**config.mk**
```make
export PLATFORM = sky130hd
export DESIGN_NAME = trap_entry_unit
export DESIGN_NICKNAME = d
export VERILOG_FILES = /design/src/rtl/trap_pkg.sv /design/src/rtl/trap_irq_select.sv /design/src/rtl/trap_vector_calc.sv /design/src/rtl/trap_cwp_step.sv /design/src/rtl/trap_entry_unit.sv
export SDC_FILE = /design/constraint.sdc
export NUM_CORES = 1
export LEC_CHECK = 0
export ABC_AREA = 1
export BUFFER_PORTS_ARGS = -buffer_cell sky130_fd_sc_hd__buf_2
export CAP_MARGIN = 0
export CORE_AREA = 2 2 112 114
export CTS_CLUSTER_DIAMETER = 60
export CTS_CLUSTER_SIZE = 16
export DETAILED_ROUTE_END_ITERATION = 12
export DIE_AREA = 0 0 114 116
export MAX_ROUTING_LAYER = met4
export PLACE_DENSITY = 0.72
export SYNTH_ARGS = -nofsm -noshare
export SYNTH_HDL_FRONTEND = slang
export SYNTH_SLANG_ARGS = --single-unit
```
**constraint.sdc**
```tcl
create_clock -name clk -period 3.9 [get_ports clk]
set_clock_uncertainty 0.1 [all_clocks]
set_input_delay 0.975 -clock clk [delete_from_list [all_inputs] [get_ports clk]]
set_output_delay 0.975 -clock clk [all_outputs]
set_load 0.1 [all_outputs]
```
**src/rtl/trap_pkg.sv**
```systemverilog
package trap_pkg;
    localparam int TT_W    = 8;
    localparam int TBA_W   = 20;
    localparam int NWIN    = 8;
    localparam int CWP_W   = $clog2(NWIN);
    localparam int IRQ_W   = 16;
    localparam int LVL_W   = $clog2(IRQ_W);
    localparam int XLEN    = 32;
    localparam logic [TT_W-1:0] EXT_BASE = TT_W'(8'h10);
    localparam logic [TT_W-1:0] HALT_TT  = TT_W'(8'h80);

    typedef struct packed {
        logic [TT_W-1:0]  pend;
        logic             et;
        logic             s;
        logic             ps;
        logic [CWP_W-1:0] cwp;
        logic [TBA_W-1:0] tba;
        logic [TT_W-1:0]  tt;
        logic             redirect;
        logic [XLEN-1:0]  fpc;
        logic [XLEN-1:0]  fnpc;
        logic             we;
        logic [XLEN-1:0]  l1;
        logic [XLEN-1:0]  l2;
        logic             ack;
        logic [TT_W-1:0]  ack_tt;
        logic             notify;
        logic             err;
        logic             halt;
    } trap_state_t;

    function automatic logic is_ext(input logic [TT_W-1:0] t);
        return t[TT_W-1:4] == EXT_BASE[TT_W-1:4];
    endfunction
endpackage

```
**src/rtl/trap_irq_select.sv**
```systemverilog
module trap_irq_select #(
    parameter int LINES = 16,
    localparam int LW   = $clog2(LINES)
) (
    input  logic [LINES-1:0] lines,
    output logic             any,
    output logic [LW-1:0]    level
);
    always_comb begin
        any   = 1'b0;
        level = '0;
        for (int i = 1; i < LINES; i++) begin
            if (lines[i]) begin
                any   = 1'b1;
                level = LW'(i);
            end
        end
    end
endmodule

```
**src/rtl/trap_vector_calc.sv**
```systemverilog
module trap_vector_calc #(
    parameter int TBA_W = 20,
    parameter int TT_W  = 8,
    localparam int XW   = TBA_W + TT_W + 4
) (
    input  logic [TBA_W-1:0] tba,
    input  logic [TT_W-1:0]  tt,
    output logic [XW-1:0]    vec,
    output logic [XW-1:0]    vec_next
);
    assign vec      = {tba, tt, 4'b0000};
    assign vec_next = vec + XW'(4);
endmodule

```
**src/rtl/trap_cwp_step.sv**
```systemverilog
module trap_cwp_step #(
    parameter int NWIN = 8,
    localparam int CW  = $clog2(NWIN)
) (
    input  logic [CW-1:0] cwp,
    output logic [CW-1:0] cwp_dec
);
    generate
        if ((1 << CW) == NWIN) begin : g_pow2
            assign cwp_dec = cwp - CW'(1);
        end else begin : g_mod
            assign cwp_dec = (cwp == '0) ? CW'(NWIN - 1) : cwp - CW'(1);
        end
    endgenerate
endmodule

```
**src/rtl/trap_entry_unit.sv**
```systemverilog
module trap_entry_unit
    import trap_pkg::*;
#(
    parameter logic [TBA_W-1:0] RST_TBA = 20'h40000
) (
    input  logic                clk,
    input  logic                rst_n,
    input  logic [IRQ_W-1:0]    irq_lines,
    input  logic                sync_valid,
    input  logic [TT_W-1:0]     sync_tt,
    input  logic                boundary,
    input  logic                halt_en,
    input  logic [XLEN-1:0]     cur_pc,
    input  logic [XLEN-1:0]     cur_npc,
    output logic [TT_W-1:0]     pending_tt,
    output logic                int_req,
    output logic                int_notify,
    output logic                et,
    output logic                s,
    output logic                ps,
    output logic [CWP_W-1:0]    cwp,
    output logic [XLEN-1:0]     tbr,
    output logic                fetch_redirect,
    output logic [XLEN-1:0]     fetch_pc,
    output logic [XLEN-1:0]     fetch_npc,
    output logic                win_we,
    output logic [CWP_W-1:0]    win_sel,
    output logic [XLEN-1:0]     win_l1_data,
    output logic [XLEN-1:0]     win_l2_data,
    output logic                ack_valid,
    output logic [TT_W-1:0]     ack_tt,
    output logic                error_mode,
    output logic                shutdown_req
);
    trap_state_t st_d, st_q;

    logic             irq_any;
    logic [LVL_W-1:0] irq_lvl;
    logic [XLEN-1:0]  vec, vec_next;
    logic [CWP_W-1:0] cwp_dec;
    logic             ext_pend, sync_pend;
    logic [TT_W-1:0]  irq_tt;

    trap_irq_select #(.LINES(IRQ_W)) u_sel (
        .lines (irq_lines),
        .any   (irq_any),
        .level (irq_lvl)
    );

    trap_vector_calc #(.TBA_W(TBA_W), .TT_W(TT_W)) u_vec (
        .tba      (st_q.tba),
        .tt       (st_q.pend),
        .vec      (vec),
        .vec_next (vec_next)
    );

    trap_cwp_step #(.NWIN(NWIN)) u_cwp (
        .cwp     (st_q.cwp),
        .cwp_dec (cwp_dec)
    );

    assign ext_pend  = is_ext(st_q.pend);
    assign sync_pend = (st_q.pend != '0) && !ext_pend;
    assign irq_tt    = EXT_BASE | TT_W'(irq_lvl);

    always_comb begin
        st_d          = st_q;
        st_d.redirect = 1'b0;
        st_d.we       = 1'b0;
        st_d.ack      = 1'b0;
        st_d.notify   = 1'b0;
        if (st_q.err || st_q.halt) begin
            st_d.pend = st_q.pend;
        end else if (boundary && st_q.pend != '0) begin
            st_d.pend = '0;
            if (!st_q.et) begin
                if (st_q.pend == HALT_TT && halt_en) st_d.halt = 1'b1;
                else                                 st_d.err  = 1'b1;
            end else begin
                st_d.et       = 1'b0;
                st_d.cwp      = cwp_dec;
                st_d.ps       = st_q.s;
                st_d.s        = 1'b1;
                st_d.tt       = st_q.pend;
                st_d.redirect = 1'b1;
                st_d.fpc      = vec;
                st_d.fnpc     = vec_next;
                st_d.we       = 1'b1;
                st_d.l1       = cur_pc;
                st_d.l2       = cur_npc;
                st_d.ack      = ext_pend;
                st_d.ack_tt   = st_q.pend;
            end
        end else begin
            if (sync_valid && !sync_pend)     st_d.pend = sync_tt;
            else if (irq_any && !sync_pend)   st_d.pend = irq_tt;
            else if (!irq_any && ext_pend)    st_d.pend = '0;
            st_d.notify = is_ext(st_d.pend) && (st_d.pend != st_q.pend);
        end
    end

    always_ff @(posedge clk) begin
        if (!rst_n) begin
            st_q     <= '0;
            st_q.et  <= 1'b1;
            st_q.s   <= 1'b1;
            st_q.tba <= RST_TBA;
        end else begin
            st_q <= st_d;
        end
    end

    assign pending_tt     = st_q.pend;
    assign int_req        = ext_pend;
    assign int_notify     = st_q.notify;
    assign et             = st_q.et;
    assign s              = st_q.s;
    assign ps             = st_q.ps;
    assign cwp            = st_q.cwp;
    assign tbr            = {st_q.tba, st_q.tt, 4'b0000};
    assign fetch_redirect = st_q.redirect;
    assign fetch_pc       = st_q.fpc;
    assign fetch_npc      = st_q.fnpc;
    assign win_we         = st_q.we;
    assign win_sel        = st_q.cwp;
    assign win_l1_data    = st_q.l1;
    assign win_l2_data    = st_q.l2;
    assign ack_valid      = st_q.ack;
    assign ack_tt         = st_q.ack_tt;
    assign error_mode     = st_q.err;
    assign shutdown_req   = st_q.halt;
endmodule

```
; Word-level counts from Yosys, hierarchy flattened
; Cells that the tools add are included.
[word_totals]
regBits = 132
in_bits = 93
output_inout_bits = 192
wordCells = 82
[classes]
addsub = 2
eq_ne = 4
mux = 37
bitwise = 5
n_reduce_logical = 19
[op_table]
columns = op, count
row1 = 2-to-1 mux 139 bit, 1
row2 = 2-to-1 mux 8 bit, 6
row3 = "adder 31 x 3 -> 32 bit, second input constant", 1
row4 = 2-to-1 mux 4 bit, 8
row5 = 2-to-1 mux 1 bit, 16
row6 = 2-to-1 mux 3 bit, 4
row7 = "== test 4 x 1 -> 1 bit, second input constant", 2
row8 = "== test 8 bit, second input constant", 1
row9 = != test 8 bit, 1
row10 = AND reduction 4 bit, 2
row11 = nonzero test 8 bit, 1
row12 = logical AND 1 bit, 7
row13 = OR reduction 3 bit, 2
row14 = NOT 1 bit, 5
row15 = 2-to-1 mux 2 bit, 2
row16 = OR reduction 4 bit, 1
row17 = logical NOT 1 bit, 3
row18 = AND reduction 3 bit, 1
row19 = "subtractor 3 x 1 -> 3 bit, second input constant", 1
row20 = AND reduction 2 bit, 1
row21 = logical OR 1 bit, 1

; Longest topological paths before layout
[logic_depth]
ltp_word = 24
mapped_depth = 19

; Cells and area by module
; From an unflattened synthesis, not the netlist that was laid out.
[unflattened]
cells_unflattened = 908
area_unflattened_um2 = 6829.0
[modules_own_cells]
columns = mod, n_inst, cells_each, area_per_inst_um2, seq_area_each_um2
row1 = trap_entry_unit, 1, 790, 6119.6, 3083.0
row2 = trap_vector_calc, 1, 66, 488.0, 0.0
row3 = trap_irq_select, 1, 43, 178.9, 0.0
row4 = trap_cwp_step, 1, 9, 42.5, 0.0

; Worst setup path before layout
; OpenSTA, ideal clock, no wires.
[synth_timing]
path_type = register to output
from = register st_q (netlist bit pending_tt[4])
to = output port int_req
t_arrival_ns = 1.965
slack_ns = 0.860
stages_incl_launch_ff = 3
path_buffers = 0
path_cell_list = dfxtp_1 > nand3_2 > inv_1
[synth_between]
elab_chain_len = 1
[synth_lines]
columns = item, line
row1 = from (decl), trap_entry_unit.sv:35  ; trap_state_t st_d, st_q;
row2 = from (signal assigned), trap_entry_unit.sv:109  ; st_q <= st_d;
row3 = == test 4 x 1 -> 1 bit, trap_pkg.sv:34  ; return t[TT_W-1:4] == EXT_BASE[TT_W-1:4];
row4 = to (decl), trap_entry_unit.sv:16  ; output logic int_req,
; Every way passes these cells.

; Worst setup path after layout
[layout_timing]
from = register et (netlist name)
to = output port et
[layout_rtl]
columns = item, line
row1 = to (decl), trap_entry_unit.sv:18  ; output logic et,
; No word-level cell between the ends.

==> impl_metrics.xml <==
<?xml version="1.0" encoding="UTF-8"?>
<metrics>
  <group name="setup_path">
    <metric name="required_time_of_the_critical_path" unit="ps">2820</metric>
    <metric name="cpLargestDelayFamily" unit="">flip-flops</metric>
    <metric name="critPathMaxStageDelay" unit="ps">780</metric>
    <metric name="worst-path-buf-inv" unit="">1</metric>
    <metric name="critical_path.max_fanout" unit="">33</metric>
    <metric name="timing.critical_path.from_type" unit="">flip-flop</metric>
    <metric name="critical_path.cell_chain" unit="">buf_2</metric>
    <metric name="master_of_the_slowest_instance_on_the_critical_path" unit="">sky130_fd_sc_hd__dfxtp_2</metric>
    <metric name="endpoint_kind" unit="">output port</metric>
    <metric name="worst-setup-path-type" unit="">reg2out</metric>
    <metric name="cp.arrival" unit="ps">1670</metric>
  </group>
  <group name="synthesis">
    <metric name="yosysWarnings" unit="">0</metric>
    <metric name="synth_seq_cells" unit="">90</metric>
    <metric name="synth_cell_type_count" unit="">29</metric>
    <metric name="synth_edf_count" unit="">0</metric>
    <metric name="synth_most_common_cell" unit="">sky130_fd_sc_hd__nand2_1</metric>
    <metric name="post-synth-top-area-cell" unit="">sky130_fd_sc_hd__dfxtp_1</metric>
    <metric name="synth_area" unit="um^2">4520</metric>
    <metric name="synth_common_cells" unit="">142 x sky130_fd_sc_hd__nand2_1, 101 x sky130_fd_sc_hd__buf_4, 90 x sky130_fd_sc_hd__dfxtp_1, 88 x sky130_fd_sc_hd__nand3_1, 87 x sky130_fd_sc_hd__a21oi_1</metric>
    <metric name="ys_dominant_reg_cell" unit="">sky130_fd_sc_hd__dfxtp_1</metric>
    <metric name="average_instance_area_after_synthesis" unit="um^2">7.15</metric>
    <metric name="post_synth_main_area_contributors" unit="">sky130_fd_sc_hd__dfxtp_1 40%, sky130_fd_sc_hd__buf_4 17%, sky130_fd_sc_hd__nand2_1 12%</metric>
    <metric name="synth_sequential_area_ratio" unit="%">39.8</metric>
    <metric name="yosys.area.top_type_share" unit="%">39.8</metric>
    <metric name="share_of_flip_flops_with_an_asynchronous_set_or_reset" unit="%">0</metric>
    <metric name="syn-instance-count" unit="">632</metric>
  </group>
  <group name="sta">
    <metric name="tightestPinTransition" unit="ps">975</metric>
    <metric name="setup-tns-final" unit="ps">0</metric>
    <metric name="slew_headroom" unit="%">35.0</metric>
    <metric name="layout_min_cycle_time" unit="ps">2750</metric>
    <metric name="grt_setup_unrepaired" unit="">false</metric>
    <metric name="final-max-slew-violation-count" unit="">0</metric>
    <metric name="final.period_utilization" unit="%">70.5</metric>
    <metric name="number_of_failing_hold_endpoints_at_the_final_stage" unit="">0</metric>
    <metric name="timing.fmax" unit="MHz">364</metric>
    <metric name="finalSetupViolations" unit="">0</metric>
  </group>
  <group name="cts">
    <metric name="postCtsHoldBufs" unit="">0</metric>
    <metric name="cts_setup_buffers" unit="">0</metric>
    <metric name="cts_inserted_buffers" unit="">9</metric>
    <metric name="cts.repair.resized" unit="">0</metric>
    <metric name="clock_transition_at_the_register_clock_pins_on_the_worst_setup_and_hold_paths_after_cts" unit="ps">60</metric>
    <metric name="tritoncts" unit="">yes</metric>
    <metric name="clockRootBuffer" unit="">sky130_fd_sc_hd__clkbuf_16</metric>
    <metric name="insertion_delay_of_the_later_clocked_pin_in_the_worst_skew_pair" unit="ps">340</metric>
    <metric name="cts-root-to-sink-buffers" unit="">2</metric>
    <metric name="cts.htree.levels" unit="">3</metric>
    <metric name="clock-sinks" unit="">90</metric>
  </group>
  <group name="routing">
    <metric name="drt_iter0_drc" unit="">262</metric>
    <metric name="dr_total_vias" unit="">4350</metric>
    <metric name="dr.pass1.iters" unit="">4</metric>
    <metric name="ant_nets" unit="">0</metric>
    <metric name="route.detailed.vias_per_inst" unit="">4.59</metric>
    <metric name="route.detailed.drc" unit="">0</metric>
    <metric name="wl_per_cell" unit="um">12.4</metric>
    <metric name="postRouteWirelength" unit="um">11800</metric>
  </group>
  <group name="layout">
    <metric name="count_of_inserted_antenna_diode_cells" unit="">0</metric>
    <metric name="areaGrowthSynthToFinish" unit="%">21.6</metric>
    <metric name="fin_util" unit="%">46.2</metric>
    <metric name="post_route_cells_drive_above_1_share" unit="%">30.6</metric>
    <metric name="nNetsFinal" unit="">890</metric>
  </group>
  <group name="global_routing">
    <metric name="largest_net_degree_at_the_start_of_global_routing" unit="">77</metric>
    <metric name="grt_first_pass_wirelength" unit="um">18200</metric>
    <metric name="grt_pass1_vias" unit="">3783</metric>
    <metric name="grt.overflow.total" unit="">0</metric>
    <metric name="gr-usage-all-layers" unit="%">17.8</metric>
    <metric name="initial_antenna_violation_count" unit="">0</metric>
  </group>
  <group name="floorplanning">
    <metric name="ios" unit="">285</metric>
    <metric name="die_area" unit="um^2">13200</metric>
    <metric name="initial_utilization" unit="%">38.0</metric>
    <metric name="fp.dieH" unit="um">116</metric>
    <metric name="die_w" unit="um">114</metric>
    <metric name="fp.coreArea" unit="um^2">11900</metric>
    <metric name="core.rowCount" unit="">40</metric>
  </group>
  <group name="min_path">
    <metric name="hp-class" unit="">reg2reg</metric>
  </group>
  <group name="job">
    <metric name="max_cap_viol_count" unit="">0</metric>
  </group>
  <group name="outcome">
    <metric name="status" unit="">complete, no violations</metric>
  </group>
  <group name="placement">
    <metric name="placement.io_buffers" unit="">213</metric>
    <metric name="place.gp.congestion" unit="">0.838</metric>
    <metric name="hpwlAfterDp" unit="um">8350</metric>
  </group>
</metrics>
[kinds of logic after synthesis]
| group | Yosys count | synth area share (%) |
|---|---|---|
| DFF | 90 | 39.8 |
| AOI/OAI and AO/OA | 98 | 11.0 |
| buffers and inverters | 175 | 23.3 |
| other | 2 | 0.166 |
| and+or+nand+nor | 266 | 25.4 |
| adders and majority gates | 1 | 0.277 |
[layout by cell type (no fill, tap or decap), drive strengths merged, types with 7 or more instances in the layout]
cell,synthesis,layout
nand3,89,89
clkbuf,25,11
inv,38,39
nor2,26,26
a21oi,87,87
buf,110,220
dfxtp,90,90
conb,2,70
o21ai,7,7
nand2,144,144
[per-stage QoR]
step,hold WS [ps],std cells,setup WS [ps],cell area [um^2]
after global placement,346,932,1280,5190
final,357,948,1150,5500
after global routing,371,948,1040,5500
after detailed placement,349,932,1260,5190
after floorplan,801,700,860,4780
after CTS,359,948,1100,5500
[worst min-delay path, stage by stage (launching register included)]
cell and delay [ps]:
sky130_fd_sc_hd__dfxtp_1 300, sky130_fd_sc_hd__nand2_1 60, sky130_fd_sc_hd__a21oi_1 50
[final timing paths]
kind                          to           start  cells past startpoint  slack [ps]
hold reg to reg   win_l2_data[2]  win_l2_data[2]                      2         360
setup / recovery              et              et                      1        1150
setup reg to reg  win_l2_data[1]    shutdown_req                      7        1580
hold / removal    win_l2_data[2]  win_l2_data[2]                      2         360
[flip-flops by register name (all words and copies together), names as in the netlist]
register / cells
error_mode: 1
shutdown_req: 1
cwp: 3
ack_tt: 7
pending_tt: 8
fetch_redirect: 1
win_l2_data: 32
fetch_npc: 1
fetch_pc: 1
win_l1_data: 32
et: 1
int_notify: 1
ack_valid: 1
[layout make-up]
class | count | area, um^2
inverter | 40 | 150
tap | 147 | 184
timing repair buffer | 220 | 1120
multi-input combinational | 435 | 1930
fill | 1240 | 6410
clock inverter | 5 | 61.3
clock buffer | 11 | 253
sequential | 90 | 1800
[per-layer routing]
metal  wire length [um]  up-vias  global-route usage [%]
li1                   -     2189                       -
met1               5100     1962                    21.3
met2               5700      186                    29.2
met3                825       13                    4.39
met4                158        0                    6.34
met5                  0        -                       -
Power is not shown: default switching activity piles up to over one toggle a cycle in this logic, so the estimate is an artifact.
